$ cat src/rtl/trapret_pkg.sv
package trapret_pkg;

    typedef enum logic [1:0] {
        PRIV_USER  = 2'd0,
        PRIV_SUPER = 2'd1,
        PRIV_RSVD  = 2'd2,
        PRIV_MACH  = 2'd3
    } priv_e;

    typedef enum logic {
        RET_SUPER = 1'b0,
        RET_MACH  = 1'b1
    } ret_kind_e;

    // Status word field positions (decoded by the rest of the core)
    localparam int SIE_POS  = 1;
    localparam int MIE_POS  = 3;
    localparam int SPIE_POS = 5;
    localparam int MPIE_POS = 7;
    localparam int SPP_POS  = 8;
    localparam int MPP_LO   = 11;
    localparam int MPP_HI   = 12;
    localparam int STATUS_MIN_W = MPP_HI + 1;

    typedef struct packed {
        logic illegal;
        logic misaligned;
    } fault_t;

    // Lowest privilege allowed to issue a given return kind
    function automatic priv_e min_priv(ret_kind_e kind);
        return (kind == RET_MACH) ? PRIV_MACH : PRIV_SUPER;
    endfunction

    // The reserved level never becomes the running privilege
    function automatic priv_e remap_priv(logic [1:0] pp);
        return (pp == 2'd2) ? PRIV_USER : priv_e'(pp);
    endfunction

endpackage

$ cat src/rtl/trapret_check.sv
module trapret_check
    import trapret_pkg::*;
#(
    parameter int ALIGN_BITS = 2
) (
    input  ret_kind_e             kind,
    input  logic [1:0]            cur_priv,
    input  logic                  has_compressed,
    input  logic [ALIGN_BITS-1:0] pc_low,
    output fault_t                fault
);
    logic priv_low;
    logic align_bad;

    assign priv_low = (cur_priv < 2'(min_priv(kind)));

    generate
        if (ALIGN_BITS > 0) begin : g_align
            assign align_bad = !has_compressed && (pc_low != '0);
        end else begin : g_noalign
            assign align_bad = 1'b0;
        end
    endgenerate

    always_comb begin
        fault.illegal    = priv_low;
        fault.misaligned = !priv_low && align_bad;
    end


    always_comb begin
        fault_prio_chk: assert (!(fault.illegal && fault.misaligned));
    end
endmodule

$ cat src/rtl/trapret_pcsel.sv
module trapret_pcsel
    import trapret_pkg::*;
#(
    parameter int XLEN = 32
) (
    input  ret_kind_e       kind,
    input  logic [XLEN-1:0] mepc,
    input  logic [XLEN-1:0] sepc,
    output logic [XLEN-1:0] pc
);
    always_comb begin
        unique case (kind)
            RET_MACH:  pc = mepc;
            default:   pc = sepc;
        endcase
    end
endmodule

$ cat src/rtl/trapret_status.sv
module trapret_status
    import trapret_pkg::*;
#(
    parameter int XLEN = 32
) (
    input  ret_kind_e       kind,
    input  logic [XLEN-1:0] status_in,
    output logic [XLEN-1:0] status_next,
    output priv_e           priv_next
);
    always_comb begin
        status_next = status_in;
        if (kind == RET_MACH) begin
            priv_next                    = remap_priv(status_in[MPP_HI:MPP_LO]);
            status_next[MIE_POS]         = status_in[MPIE_POS];
            status_next[MPIE_POS]        = 1'b0;
            status_next[MPP_HI:MPP_LO]   = 2'(PRIV_USER);
        end else begin
            priv_next                    = remap_priv({1'b0, status_in[SPP_POS]});
            status_next[SIE_POS]         = status_in[SPIE_POS];
            status_next[SPIE_POS]        = 1'b0;
            status_next[SPP_POS]         = 1'b0;
        end
    end
endmodule

$ cat src/rtl/trapret_seq.sv
module trapret_seq
    import trapret_pkg::*;
#(
    parameter int XLEN       = 32,
    parameter int ALIGN_BITS = 2
) (
    input  logic            clk,
    input  logic            rst,
    input  logic            req_valid,
    output logic            req_ready,
    input  logic            req_kind,
    input  logic [1:0]      cur_priv,
    input  logic [XLEN-1:0] status_in,
    input  logic [XLEN-1:0] mepc,
    input  logic [XLEN-1:0] sepc,
    input  logic            has_compressed,
    output logic            res_valid,
    output logic [1:0]      new_priv,
    output logic [XLEN-1:0] status_out,
    output logic [XLEN-1:0] ret_pc,
    output logic            exc_illegal,
    output logic            exc_misaligned
);
    localparam int PC_ALIGN = (ALIGN_BITS > 0) ? ALIGN_BITS : 1;

    ret_kind_e       kind;
    logic [XLEN-1:0] pc_sel;
    logic [XLEN-1:0] status_next;
    priv_e           priv_next;
    fault_t          fault;
    logic            accept;

    logic            valid_q;
    logic [1:0]      priv_q;
    logic [XLEN-1:0] status_q;
    logic [XLEN-1:0] pc_q;
    fault_t          fault_q;

    assign kind = ret_kind_e'(req_kind);

    trapret_pcsel #(.XLEN(XLEN)) u_pcsel (
        .kind (kind),
        .mepc (mepc),
        .sepc (sepc),
        .pc   (pc_sel)
    );

    trapret_check #(.ALIGN_BITS(PC_ALIGN)) u_check (
        .kind           (kind),
        .cur_priv       (cur_priv),
        .has_compressed (has_compressed),
        .pc_low         (pc_sel[PC_ALIGN-1:0]),
        .fault          (fault)
    );

    trapret_status #(.XLEN(XLEN)) u_status (
        .kind        (kind),
        .status_in   (status_in),
        .status_next (status_next),
        .priv_next   (priv_next)
    );

    assign req_ready = !valid_q;
    assign accept    = req_valid && req_ready;

    always_ff @(posedge clk) begin
        if (rst) begin
            valid_q  <= 1'b0;
            priv_q   <= '0;
            status_q <= '0;
            pc_q     <= '0;
            fault_q  <= '0;
        end else begin
            valid_q <= accept;
            if (accept) begin
                pc_q    <= pc_sel;
                fault_q <= fault;
                if (fault.illegal || fault.misaligned) begin
                    priv_q   <= cur_priv;
                    status_q <= status_in;
                end else begin
                    priv_q   <= 2'(priv_next);
                    status_q <= status_next;
                end
            end
        end
    end

    assign res_valid      = valid_q;
    assign new_priv       = priv_q;
    assign status_out     = status_q;
    assign ret_pc         = pc_q;
    assign exc_illegal    = fault_q.illegal;
    assign exc_misaligned = fault_q.misaligned;


    accept_result_chk: assert property (@(posedge clk) disable iff (rst)
        (req_valid && req_ready) |=> res_valid);

    single_result_chk: assert property (@(posedge clk) disable iff (rst)
        res_valid |=> !res_valid);

    hold_off_chk: assert property (@(posedge clk) disable iff (rst)
        res_valid |-> !req_ready);

    illegal_frozen_chk: assert property (@(posedge clk) disable iff (rst)
        (res_valid && exc_illegal) |->
        (status_out == $past(status_in) && new_priv == $past(cur_priv)));

    fault_exclusive_chk: assert property (@(posedge clk) disable iff (rst)
        res_valid |-> !(exc_illegal && exc_misaligned));

    no_reserved_priv_chk: assert property (@(posedge clk) disable iff (rst)
        (res_valid && !exc_illegal && !exc_misaligned) |-> (new_priv != 2'd2));

    mret_pp_clear_chk: assert property (@(posedge clk) disable iff (rst)
        (res_valid && !exc_illegal && !exc_misaligned && $past(req_kind)) |->
        (status_out[MPP_HI:MPP_LO] == 2'd0 && !status_out[MPIE_POS]));
endmodule

$ cat config.mk
export PLATFORM = sky130hd
export DESIGN_NAME = trapret_seq
export DESIGN_NICKNAME = d
export VERILOG_FILES = /design/src/rtl/trapret_pkg.sv /design/src/rtl/trapret_check.sv /design/src/rtl/trapret_pcsel.sv /design/src/rtl/trapret_status.sv /design/src/rtl/trapret_seq.sv
export SDC_FILE = /design/constraint.sdc
export NUM_CORES = 1
export LEC_CHECK = 0
export ABC_AREA = 0
export BUFFER_PORTS_ARGS = -buffer_cell sky130_fd_sc_hd__buf_2
export CORE_MARGIN = 10
export CORE_UTILIZATION = 46
export CTS_CLUSTER_DIAMETER = 80
export CTS_CLUSTER_SIZE = 24
export DETAILED_ROUTE_END_ITERATION = 10
export GPL_TIMING_DRIVEN = 0
export PLACE_DENSITY = 0.85
export SLEW_MARGIN = 25
export SYNTH_ARGS = -nofsm -noshare
export SYNTH_HDL_FRONTEND = slang
export SYNTH_SLANG_ARGS = --single-unit
$ cat constraint.sdc
create_clock -name clk -period 4.1 [get_ports clk]
set_input_delay 0.205 -clock clk [delete_from_list [all_inputs] [get_ports clk]]
set_output_delay 0.205 -clock clk [all_outputs]
set_load 0.1 [all_outputs]
==> results.md <==
* Outcome: finished, final reports clean
* FF/Latch Area at around 1400 sq um
* Grt met1 use at slightly above 20%
* Tmin final at approximately 1.4 ns
* Clk_lat worst skew at around 0.34 ns
* Syn Std Cell Area at about 2900 sq um
* Largest family of logic cells by synthesized area: compound AO/OA/AOI/OAI gates
* CP max stage delay at 0.44 ns
* Setup CP Type: reg -> out
* Critical Path RT at 3.89 ns
* Syn-to-layout area delta at 42.2%
* Leading cell type in the layout, fill and taps excluded: buf_2
* Rows at 28
* Total number of vias at 2889
* Crit-path max FO at 3
* Compound-gate portion of the synthesized area at a little under a fifth
* Die Y at roughly 100 um
* CP startpoint kind: register
* CTS tree: built
* Fmax at a little over 700 MHz
* CORE AREA at 5990 sq um
* Critical Path AT at about 1.2 ns
* Hold EP: status_out[13]
* Sequential share of the synthesized area at around 48%
* Clock Skews at 0.00470 ns
* Vias in the first global route at around 3000
* Drt first pass iters at 4
* Grt peak-use layer: met2
* DRC viols at 0
* Crit path from: res_valid
* Mapped Cells at 315
* Initial DRC Count at just over 60
* Max-slew headroom at between 60% and 70%
* Placed cell area at about 3800 sq um
* Fin crit share at between 30% and 40%
* Clk root buf: clkbuf_8
* Simple-Gate Fraction of Synth Area at ~15%
* Setup Viol. Count Final at 0
* Top Ports at 173
* Mux share of post-synthesis cell area at between 10% and 20%
* DIE AREA at around 10000 sq um
* Die width at 98.9 um
* Unique cell type count in the Yosys netlist at 28
* Reg2reg setup slack at 2.78 ns
* Worst reg-to-reg path cell count at 5
* Final wirelength at about 9100 um
* Max cap viols at 0
* Cell taking the most area after synthesis: dfxtp_1
* RSZ-0062 raised after global routing: no
* H-Tree Depth at 3
* Nets at about 600
* Worst Hold Class: in -> reg
* XOR/XNOR Fraction of Synth Area at 0%
* Clock transition at path regs at around 0.07 ns
* Setup Fix Bufs, Post-CTS at 0
* Multi-input gate area at approximately 1300 sq um
* R2r endpoint: status_out[0]
* Yosys top cell area share at between 40% and 50%
* CTS max path bufs at 2
* Critical path's slowest cell: buf_2
* Layout cell share with drive strength beyond 1 at 42.6%
* Final hold violations at 0
* Via density at about 5
* Diode count at 0
* Syn Nets at ~420
* Most frequent cells in the layout: buf_2 (181), dfxtp_1 (69), nand2_1 (59), mux2i_1 (35), nor2_1 (35)
* Mean post-synth cell area at just over 9 sq um
* Critical path cell sequence: inv_1 > buf_2
* Gr ovfl total at 0
* Final ANT Viol Nets at 0
* Initial antenna violation count at 0
* TNS Setup at 0 ns
* Final Max Tran Viols at 0
* Post-Synth Adder-Cell Area at less than 1%
* Clk sinks at 69
* WL per Instance at approximately 16 um
* YS warnings at 0
* Global-route wire length before repair at around 15000 um
* CTS Buf Count at 9
* GRT met3 Usage at around 7.7%
* Max VDD drop at 0.254 mV
* Power per cell area at a little over 500 nW/um^2
* Port Buf Inserts at around 170
* GR Util All Layers at about 18%
* Final Cell Area at ~4100 sq um
* Synth top area cells: dfxtp_1 (48%), mux2i_1 (12%), a211oi_1 (8.7%), nand2_1 (7.7%), a21oi_1 (5.8%)
* Largest net degree at the start of global routing at 12
* PostCTS Resize Cnt at 0
* Min-Delay Path Depth at 3
* Hold buffers post-CTS at 0
* Hold Slack at between 0.09 and 0.1 ns
* LEAKAGE at around 0.0020 uW
* Detailed placer's ending HPWL at between 7000 and 8000 um
* Register bit total from synthesis at 69
* Post-layout power at 2050 uW
* Hold Crit Start: status_in[13]
* Initial core utilization at a little under half
* RD Place Congestion at 0.791
* Worst Tran Pin Value at ~0.5 ns
* Crit Reg-Reg Startpoint: res_valid
* FILL cells at about 520
* Crit. End Element: primary output
* M2 GR Usage at 28.9%
cells in the mapped netlist:
cell type	count
nor3_1	2
a211oi_1	33
nand2_1	59
o31a_4	1
a211oi_2	2
a21o_2	1
o211ai_4	1
nor3b_2	1
a31oi_1	1
clkbuf_1	7
buf_4	5
nor2b_1	1
inv_1	2
mux2i_1	35
dfxtp_1	69
nor3_4	1
o211ai_2	1
buf_2	10
buf_6	2
ha_1	1
buf_1	2
nand2_2	1
o221ai_2	1
nand3_1	6
nor2_1	35
or2_2	1
o21bai_1	1
a21oi_1	33
where the power goes:
part / total [uW] / leakage [uW] / internal [uW] / switching (uW)
logic: 614 / 0.00134 / 131 / 484
registers: 741 / 0.000570 / 719 / 22.4
clock network: 700 / 0.000130 / 455 / 245
registers in the layout, summed over array words and instances (netlist names):
register        flops
res_valid           1
exc_illegal         1
new_priv            2
ret_pc             32
status_out         32
exc_misaligned      1
metal layers:
metal / wire [um] / part of all wire [%] / up-vias
met3: 953 / 10 / 14
met2: 4290 / 47 / 130
met5: 0 / 0 / -
met4: 136 / 1.5 / 0
met1: 3710 / 41 / 1287
li1: - / - / 1458
worst max-delay path: cells and delay by family, from the launching register on:
kind | cells | cell delay [ns]
buf+inv | 2 | 0.54
flops | 1 | 0.33
per-stage QoR:
stage | std cells | setup slack [ns] | utilization, %
after floorplan | 315 | 1.53 | -
after global placement | 561 | 2.41 | 63.6
after detailed placement | 561 | 2.37 | 63.6
after CTS | 577 | 2.67 | 68.0
after global routing | 577 | 2.57 | 68.0
final | 577 | 2.68 | 68.0
cell families after synthesis:
kind of cell,Yosys count
simple gates,107
buf+inv,28
fa+ha+maj,1
compound gates,75
flops,69
mux,35
cell type report:
cell class / instances / share of cell area [%]
sequential: 69 / 33.9
multi-input combinational: 218 / 32.7
timing repair buffer: 171 / 21.0
clock buffer: 13 / 4.15
buffer: 26 / 3.53
tap: 75 / 2.30
clock inverter: 3 / 2.21
inverter: 2 / 0.184
worst max path at each step:
stage | endpoint | slack, ns | depth (start not counted)
3_5_place_dp | status_out[3] | 2.37 | 8
6_report | req_ready | 2.68 | 2
4_1_cts | req_ready | 2.67 | 2
2_1_floorplan | new_priv[0] | 1.53 | 5
3_3_place_gp | status_out[3] | 2.41 | 8
5_1_grt | status_out[3] | 2.57 | 8
(Power assumes the default switching activity.)
